## config.mk

```make
export PLATFORM = sky130hd
export DESIGN_NAME = eeck_top
export DESIGN_NICKNAME = d
export VERILOG_FILES = /design/src/rtl/eeck_pkg.sv /design/src/rtl/eeck_shadow.sv /design/src/rtl/eeck_port.sv /design/src/rtl/eeck_seq.sv /design/src/rtl/eeck_top.sv
export SDC_FILE = /design/constraint.sdc
export NUM_CORES = 2
export LEC_CHECK = 0
export ABC_AREA = 1
export BUFFER_PORTS_ARGS = -buffer_cell sky130_fd_sc_hd__buf_4
export CAP_MARGIN = 10
export CORE_UTILIZATION = 35
export CTS_CLUSTER_SIZE = 8
export DETAILED_ROUTE_END_ITERATION = 12
export PLACE_DENSITY = 0.56
export RECOVER_POWER = 50
export SLEW_MARGIN = 40
export SYNTH_ARGS = -nofsm -noshare
export SYNTH_HDL_FRONTEND = slang
export SYNTH_SLANG_ARGS = --single-unit
```

## constraint.sdc

```tcl
create_clock -name clk -period 5 [get_ports clk]
set_input_delay 0.5 -clock clk [delete_from_list [all_inputs] [get_ports clk]]
set_output_delay 0.5 -clock clk [all_outputs]
set_load 0.05 [all_outputs]
```

## src/rtl/eeck_pkg.sv

```systemverilog
package eeck_pkg;
  typedef logic [15:0] word_t;

  localparam word_t SUM_TARGET = 16'hBABA;
  localparam word_t SIG_MASK   = 16'hC000;
  localparam word_t SIG_GOOD   = 16'h4000;

  typedef enum logic [1:0] {
    OP_CHECK = 2'd0,
    OP_FIX   = 2'd1,
    OP_FETCH = 2'd2,
    OP_STORE = 2'd3
  } op_e;

  typedef enum logic [1:0] {
    S_IDLE  = 2'd0,
    S_READ  = 2'd1,
    S_WRITE = 2'd2,
    S_EVAL  = 2'd3
  } state_e;

  // 16-bit wrapping accumulate
  function automatic word_t word_add(input word_t a, input word_t b);
    return word_t'(a + b);
  endfunction

  // value for the last word so the whole image sums to the target
  function automatic word_t fix_value(input word_t partial);
    return word_t'(SUM_TARGET - partial);
  endfunction

  function automatic logic sig_good(input word_t w);
    return (w & SIG_MASK) == SIG_GOOD;
  endfunction

  function automatic word_t sig_strip(input word_t w);
    return w & ~SIG_MASK;
  endfunction
endpackage

```

## src/rtl/eeck_shadow.sv

```systemverilog
module eeck_shadow
  import eeck_pkg::*;
#(
  parameter int ADDR_W = 6
) (
  input  logic              clk,
  input  logic              rst_n,
  input  logic              wr_en,
  input  logic [ADDR_W-1:0] wr_addr,
  input  word_t             wr_data,
  input  logic              clr_sig,
  input  logic [ADDR_W-1:0] rd_addr,
  output word_t             rd_word,
  output word_t             head_word
);
  localparam int DEPTH = 1 << ADDR_W;

  word_t mem_q [DEPTH];

  always_ff @(posedge clk) begin
    if (!rst_n) begin
      for (int i = 0; i < DEPTH; i++) mem_q[i] <= '0;
    end else begin
      if (wr_en) mem_q[wr_addr] <= wr_data;
      // stripping the head signature wins over a same-cycle load of word 0
      if (clr_sig) mem_q[0] <= sig_strip((wr_en && wr_addr == '0) ? wr_data : mem_q[0]);
    end
  end

  assign rd_word   = mem_q[rd_addr];
  assign head_word = mem_q[0];

  p_sig_cleared_r3: assert property (@(posedge clk) disable iff (!rst_n)
    clr_sig |=> !sig_good(head_word));
endmodule

```

## src/rtl/eeck_port.sv

```systemverilog
module eeck_port
  import eeck_pkg::*;
#(
  parameter int ADDR_W = 6
) (
  input  logic              clk,
  input  logic              rst_n,
  input  logic              iss,
  input  logic              iss_we,
  input  logic [ADDR_W-1:0] iss_addr,
  input  word_t             iss_wdata,
  output logic              rsp_ack,
  output logic              rsp_err,
  output word_t             rsp_data,
  output logic              wp_req,
  output logic              wp_we,
  output logic [ADDR_W-1:0] wp_addr,
  output word_t             wp_wdata,
  input  logic              wp_ack,
  input  logic              wp_err,
  input  word_t             wp_rdata
);
  always_ff @(posedge clk) begin
    if (!rst_n) begin
      wp_req   <= 1'b0;
      wp_we    <= 1'b0;
      wp_addr  <= '0;
      wp_wdata <= '0;
    end else if (iss) begin
      wp_req   <= 1'b1;
      wp_we    <= iss_we;
      wp_addr  <= iss_addr;
      wp_wdata <= iss_wdata;
    end else if (wp_req && (wp_ack || wp_err)) begin
      wp_req <= 1'b0;
    end
  end

  assign rsp_ack  = wp_req && wp_ack;
  assign rsp_err  = wp_req && wp_err && !wp_ack;
  assign rsp_data = wp_rdata;

  p_req_hold_r11: assert property (@(posedge clk) disable iff (!rst_n)
    (wp_req && !wp_ack && !wp_err) |=>
      (wp_req && $stable(wp_addr) && $stable(wp_we) && $stable(wp_wdata)));

  p_issue_idle_r11: assert property (@(posedge clk) disable iff (!rst_n)
    iss |-> !wp_req);
endmodule

```

## src/rtl/eeck_seq.sv

```systemverilog
module eeck_seq
  import eeck_pkg::*;
#(
  parameter int ADDR_W = 6
) (
  input  logic              clk,
  input  logic              rst_n,
  input  logic              cmd_valid,
  input  logic [1:0]        cmd_op,
  input  logic [ADDR_W:0]   cmd_idx,
  input  word_t             cmd_wdata,
  output logic              busy,
  output logic              done,
  output logic              done_ok,
  output word_t             rd_data,
  output logic              img_valid,
  output logic              iss,
  output logic              iss_we,
  output logic [ADDR_W-1:0] iss_addr,
  output word_t             iss_wdata,
  input  logic              rsp_ack,
  input  logic              rsp_err,
  input  word_t             rsp_data,
  output logic              sh_we,
  output logic [ADDR_W-1:0] sh_addr,
  output word_t             sh_data,
  output logic              sh_clr,
  output logic [ADDR_W-1:0] sh_rd_addr,
  input  word_t             sh_rd_word,
  input  word_t             sh_head
);
  localparam int DEPTH = 1 << ADDR_W;
  localparam logic [ADDR_W-1:0] LAST_ALL  = ADDR_W'(DEPTH - 1);
  localparam logic [ADDR_W-1:0] LAST_BODY = ADDR_W'(DEPTH - 2);

  state_e            st_q;
  op_e               op_q;
  logic [ADDR_W-1:0] cnt_q, key_q, waddr_q;
  word_t             sum_q, wdata_q, rdat_q;
  logic              pend_q, loading_q, done_q, ok_q;

  op_e   cmd_kind;
  logic  idx_oor, last_word, fills_cache, sum_bad;
  word_t sum_nx;

  assign cmd_kind    = op_e'(cmd_op);
  assign idx_oor     = cmd_idx[ADDR_W];
  assign fills_cache = (op_q != OP_FIX);
  assign last_word   = (op_q == OP_FIX) ? (cnt_q == LAST_BODY) : (cnt_q == LAST_ALL);
  assign sum_nx      = word_add(sum_q, rsp_data);
  assign sum_bad     = (sum_nx != SUM_TARGET);
  assign img_valid   = sig_good(sh_head) && !loading_q;
  assign sh_rd_addr  = (st_q == S_IDLE) ? cmd_idx[ADDR_W-1:0] : key_q;

  always_comb begin
    iss       = 1'b0;
    iss_we    = 1'b0;
    iss_addr  = cnt_q;
    iss_wdata = wdata_q;
    if (st_q == S_READ && !pend_q) iss = 1'b1;
    if (st_q == S_WRITE) begin
      iss      = !pend_q;
      iss_we   = 1'b1;
      iss_addr = waddr_q;
    end
  end

  assign sh_we   = (st_q == S_READ) && rsp_ack && fills_cache;
  assign sh_addr = cnt_q;
  assign sh_data = rsp_data;
  assign sh_clr  = ((st_q == S_READ) && fills_cache &&
                    (rsp_err || (rsp_ack && last_word && sum_bad))) ||
                   ((st_q == S_WRITE) && (rsp_ack || rsp_err));

  always_ff @(posedge clk) begin
    if (!rst_n) begin
      st_q      <= S_IDLE;
      op_q      <= OP_CHECK;
      cnt_q     <= '0;
      key_q     <= '0;
      waddr_q   <= '0;
      sum_q     <= '0;
      wdata_q   <= '0;
      rdat_q    <= '0;
      pend_q    <= 1'b0;
      loading_q <= 1'b0;
      done_q    <= 1'b0;
      ok_q      <= 1'b0;
    end else begin
      done_q <= 1'b0;
      unique case (st_q)
        S_IDLE: if (cmd_valid) begin
          op_q   <= cmd_kind;
          key_q  <= cmd_idx[ADDR_W-1:0];
          cnt_q  <= '0;
          sum_q  <= '0;
          pend_q <= 1'b0;
          unique case (cmd_kind)
            OP_CHECK: begin
              st_q      <= S_READ;
              loading_q <= 1'b1;
            end
            OP_FIX: st_q <= S_READ;
            OP_FETCH: begin
              if (idx_oor) begin
                done_q <= 1'b1; ok_q <= 1'b0; rdat_q <= '0;
              end else if (img_valid) begin
                done_q <= 1'b1; ok_q <= 1'b1; rdat_q <= sh_rd_word;
              end else begin
                st_q      <= S_READ;
                loading_q <= 1'b1;
              end
            end
            OP_STORE: begin
              if (idx_oor) begin
                done_q <= 1'b1; ok_q <= 1'b0; rdat_q <= '0;
              end else begin
                waddr_q <= cmd_idx[ADDR_W-1:0];
                wdata_q <= cmd_wdata;
                st_q    <= S_WRITE;
              end
            end
          endcase
        end
        S_READ: begin
          if (iss) pend_q <= 1'b1;
          if (rsp_ack) begin
            pend_q <= 1'b0;
            sum_q  <= sum_nx;
            cnt_q  <= cnt_q + 1'b1;
            if (last_word) begin
              if (op_q == OP_FIX) begin
                st_q    <= S_WRITE;
                waddr_q <= LAST_ALL;
                wdata_q <= fix_value(sum_nx);
              end else begin
                loading_q <= 1'b0;
                st_q      <= S_EVAL;
              end
            end
          end else if (rsp_err) begin
            pend_q    <= 1'b0;
            loading_q <= 1'b0;
            done_q    <= 1'b1;
            ok_q      <= 1'b0;
            rdat_q    <= '0;
            st_q      <= S_IDLE;
          end
        end
        S_WRITE: begin
          if (iss) pend_q <= 1'b1;
          if (rsp_ack || rsp_err) begin
            pend_q <= 1'b0;
            done_q <= 1'b1;
            ok_q   <= rsp_ack;
            rdat_q <= '0;
            st_q   <= S_IDLE;
          end
        end
        S_EVAL: begin
          done_q <= 1'b1;
          ok_q   <= img_valid;
          rdat_q <= (op_q == OP_FETCH && img_valid) ? sh_rd_word : '0;
          st_q   <= S_IDLE;
        end
      endcase
    end
  end

  assign busy    = (st_q != S_IDLE);
  assign done    = done_q;
  assign done_ok = ok_q;
  assign rd_data = rdat_q;

  p_fail_zero_r9: assert property (@(posedge clk) disable iff (!rst_n)
    (done && !done_ok) |-> (rd_data == '0));

  p_done_idle_r2: assert property (@(posedge clk) disable iff (!rst_n)
    done |-> !busy);

  p_hit_quick_r7: assert property (@(posedge clk) disable iff (!rst_n)
    (!busy && cmd_valid && cmd_kind == OP_FETCH && !idx_oor && img_valid)
      |=> (done && done_ok && !busy && !pend_q));

  p_oor_reject_r9: assert property (@(posedge clk) disable iff (!rst_n)
    (!busy && cmd_valid && idx_oor && (cmd_kind == OP_FETCH || cmd_kind == OP_STORE))
      |=> (done && !done_ok && !busy));

  p_write_stale_r6: assert property (@(posedge clk) disable iff (!rst_n)
    ((st_q == S_WRITE) && (rsp_ack || rsp_err)) |=> !img_valid);

  p_abort_stale_r10: assert property (@(posedge clk) disable iff (!rst_n)
    ((st_q == S_READ) && rsp_err && fills_cache) |=> (!img_valid && !busy));
endmodule

```

## src/rtl/eeck_top.sv

```systemverilog
module eeck_top
  import eeck_pkg::*;
#(
  parameter int ADDR_W = 6
) (
  input  logic              clk,
  input  logic              rst_n,
  input  logic              cmd_valid,
  input  logic [1:0]        cmd_op,
  input  logic [ADDR_W:0]   cmd_idx,
  input  logic [15:0]       cmd_wdata,
  output logic              busy,
  output logic              done,
  output logic              done_ok,
  output logic [15:0]       rd_data,
  output logic              img_valid,
  output logic              wp_req,
  output logic              wp_we,
  output logic [ADDR_W-1:0] wp_addr,
  output logic [15:0]       wp_wdata,
  input  logic              wp_ack,
  input  logic              wp_err,
  input  logic [15:0]       wp_rdata
);
  logic              iss, iss_we, rsp_ack, rsp_err;
  logic [ADDR_W-1:0] iss_addr;
  word_t             iss_wdata, rsp_data;
  logic              sh_we, sh_clr;
  logic [ADDR_W-1:0] sh_addr, sh_rd_addr;
  word_t             sh_data, sh_rd_word, sh_head;

  eeck_seq #(.ADDR_W(ADDR_W)) seq_i (
    .clk(clk), .rst_n(rst_n),
    .cmd_valid(cmd_valid), .cmd_op(cmd_op), .cmd_idx(cmd_idx), .cmd_wdata(cmd_wdata),
    .busy(busy), .done(done), .done_ok(done_ok), .rd_data(rd_data), .img_valid(img_valid),
    .iss(iss), .iss_we(iss_we), .iss_addr(iss_addr), .iss_wdata(iss_wdata),
    .rsp_ack(rsp_ack), .rsp_err(rsp_err), .rsp_data(rsp_data),
    .sh_we(sh_we), .sh_addr(sh_addr), .sh_data(sh_data), .sh_clr(sh_clr),
    .sh_rd_addr(sh_rd_addr), .sh_rd_word(sh_rd_word), .sh_head(sh_head)
  );

  eeck_port #(.ADDR_W(ADDR_W)) port_i (
    .clk(clk), .rst_n(rst_n),
    .iss(iss), .iss_we(iss_we), .iss_addr(iss_addr), .iss_wdata(iss_wdata),
    .rsp_ack(rsp_ack), .rsp_err(rsp_err), .rsp_data(rsp_data),
    .wp_req(wp_req), .wp_we(wp_we), .wp_addr(wp_addr), .wp_wdata(wp_wdata),
    .wp_ack(wp_ack), .wp_err(wp_err), .wp_rdata(wp_rdata)
  );

  eeck_shadow #(.ADDR_W(ADDR_W)) shadow_i (
    .clk(clk), .rst_n(rst_n),
    .wr_en(sh_we), .wr_addr(sh_addr), .wr_data(sh_data), .clr_sig(sh_clr),
    .rd_addr(sh_rd_addr), .rd_word(sh_rd_word), .head_word(sh_head)
  );
endmodule

```

==> results.toml <==
[status]
status = "finished, final reports clean"

[power_and_ir_drop]
power_frac_comb = 0.327
power_frac_clock = 0.319
power_frac_seq = 0.354
p_per_area_nw_per_um2 = 534
power.internal_mw = 19.1
total_power_mw = 30.9
vdd_drop_max_uv = 562
switchingPower_mw = 11.8
leakage_nw = 22.1
switching_share = 0.381

[clocking]
cts_buffers = 159
clock_latency_ps = 780
h-tree-depth = 4
cts_setup_buffers = 0
cts_root_buf = "clkbuf_16"
clkTransAtPathRegs_ps = 50
tritoncts = "built"
cts_sinks = 1122
clock_tree.buffer_depth = 3

[layout]
syn2layout_area_growth_pct = 13.2
final_cell_area_sq_um = 57800
nNetsFinal = 5402
diodes = 0
utilization = 0.401
stdcell_count = 7296
drive_gt1_frac = 0.0684

[floorplan]
start_util = 0.354
std_cell_rows = 139
core-area_sq_um = 144000
dieWidth_um = 384
io_pins = 90
die_area_sq_um = 147000
die_y_um = 384

[grt]
grt_use_met2 = 0.350
grt.total_usage = 0.224
grt_pass1_wl_um = 247000
busiest_layer = "met2"
grt_util_met3 = 0.0302
antenna_found_initial = 0
grt_util_met1 = 0.313
grt_pass1_vias = 37600
grt.overflow.total = 0
grt_max_degree = 160

[route]
drcViolationCount = 0
wl_per_cell_um = 23.0
dr.first_iter.drc_count = 4481
routed_via_density = 5.43
drt-total-wl_um = 168000
ant_nets = 0
drtPass1Iterations = 7
dr_total_vias = 39600

[sta]
worstMarginPinSlew_ps = 1470
drv_slew = 0
whs_ps = 52.6
setup_tns_ps = 0
fin_ws_ps = 321
hold_viol_final = 0
rsz0062_at_grt = "no"
period_share = 0.936
setup_viol = 0
fmax_ghz = 0.214
slew_headroom = 0.0225
period_needed_ps = 4680
fin_skew_ps = 31.1

[synthesis]
ys_types = 36
syn_inst = 5408
yosysWarningCount = 0
yosys.area.top_type_share = 0.602
syn_area_sq_um = 51100
seq_area_frac_synth = 0.640
yosys.area.top_type = "edfxtp_1"
synth_nets = 5478
synth_area_per_cell_sq_um = 9.45
synthTopCellsByArea = "edfxtp_1 60%, nor2_1 9.1%, nand2_1 8.3%"
synth_seq_cells = 1122

[place]
dp_cells = 7058
placed_area_sq_um = 53500
place.gp.congestion = 0.886
dpl.hpwl_um = 99800
portBuffers = 89
dp_slack_ps = 359

[setup_path]
critical_path.endpoint_type = "flip-flop"
path_class = "flip-flop to flip-flop"
crit_arrival_ps = 5060
crit_required_ps = 5380
crit_fanout = 27
startpoint_type = "flip-flop"

[flow_run]
maxCapViolations = 0

[hold_path]
hold_class = "input pin to flip-flop"
-- final cells by class --
cell class	count	area [sq um]
Timing Repair Buffer	190	1510
Sequential cell	1122	32700
Fill cell	14100	86400
Clock inverter	9	71.3
Clock buffer	213	4330
Multi-Input combinational cell	3723	16200
Tap cell	1903	2380
Inverter	136	581
-- worst paths after layout --
path | startpoint | slack [ps] | depth (start not counted) | end
max reg2reg | seq_i.st_q[1] | 320 | 14 | shadow_i.mem_q[19][9]
min | cmd_wdata[8] | 50 | 3 | seq_i.iss_wdata[8]
min reg2reg | seq_i.loading_q | 450 | 2 | seq_i.loading_q
max | seq_i.st_q[1] | 320 | 14 | shadow_i.mem_q[19][9]
-- critical path, stage by stage (launching register included) --
cell and delay (ps):
dfxtp_1 330, inv_1 110, ha_1 160, buf_4 280, inv_1 450, nor2_1 330
clkinv_1 160, nor2_1 270, inv_2 80, nor2_4 130, inv_4 90, nor4_4 130
buf_4 360, nand2_1 550, nand2_1 810
-- sequential cells by signal (all words and copies together) (netlist names), 6 cells and up --
name and cells:
seq_i.sh_addr 6, seq_i.key_q 6, shadow_i.mem_q 1024, port_i.wp_wdata 16
seq_i.iss_wdata 16, port_i.wp_addr 6, seq_i.waddr_q 6, seq_i.rd_data 16
seq_i.sum_q 16
-- timing repair --
item,in CTS,in global routing
hold buffers,15,0
gates resized for setup,0,0
setup endpoints to repair,0,0
endpoints found under the hold margin,15,0
-- placed cells by master, fill, tap and decap left out, types with 22 or more instances in the layout --
master,count
a21oi_1,118
buf_4,108
clkbuf_1,96
clkbuf_16,166
dfxtp_1,98
edfxtp_1,1024
ha_1,22
inv_1,107
nand2_1,1134
nand2_2,29
nand3_1,810
nor2_1,1234
o21ai_0,211
o22ai_1,81
-- synth_stat cells (all sizes together) --
cell type and n:
a2111o 1, a2111oi 1, a211oi 8, a21oi 119, a31oi 12, and2 3
buf 59, clkbuf 368, clkinv 2, dfxtp 98, edfxtp 1024, fa 1
ha 23, inv 134, nand2 1164, nand3 810, nand4 12, nor2 1237
nor3 18, nor3b 2, nor4 5, o211ai 2, o21ai 216, o22ai 81
xnor2 3, xor2 5
-- power groups by stage --
stage / combinational [mW] / sequential, mW / clock (mW)
after floorplan: 5.92 / 11.2 / 0
after global placement: 9.98 / 11.1 / 0
after detailed placement: 10.0 / 11.1 / 0
after CTS: 10.0 / 10.9 / 9.96
after global routing: 10.8 / 11.0 / 10.3
final: 10.1 / 10.9 / 9.86
-- metal layers --
metal	routed length, um	up-vias
met1	71600	19400
li1	-	18200
met5	0	-
met4	6320	0
met2	77200	1755
met3	12500	329
-- cell families after synthesis --
group                    share of synthesized area
AND/OR/NAND/NOR                              0.264
flip-flops                                   0.640
buffers and inverters                       0.0425
AO/OA/AOI/OAI                               0.0461
adder cells (fa/ha/maj)                    0.00603
XOR/XNOR                                   0.00137
No activity file was read; power rests on OpenSTA's default activity.
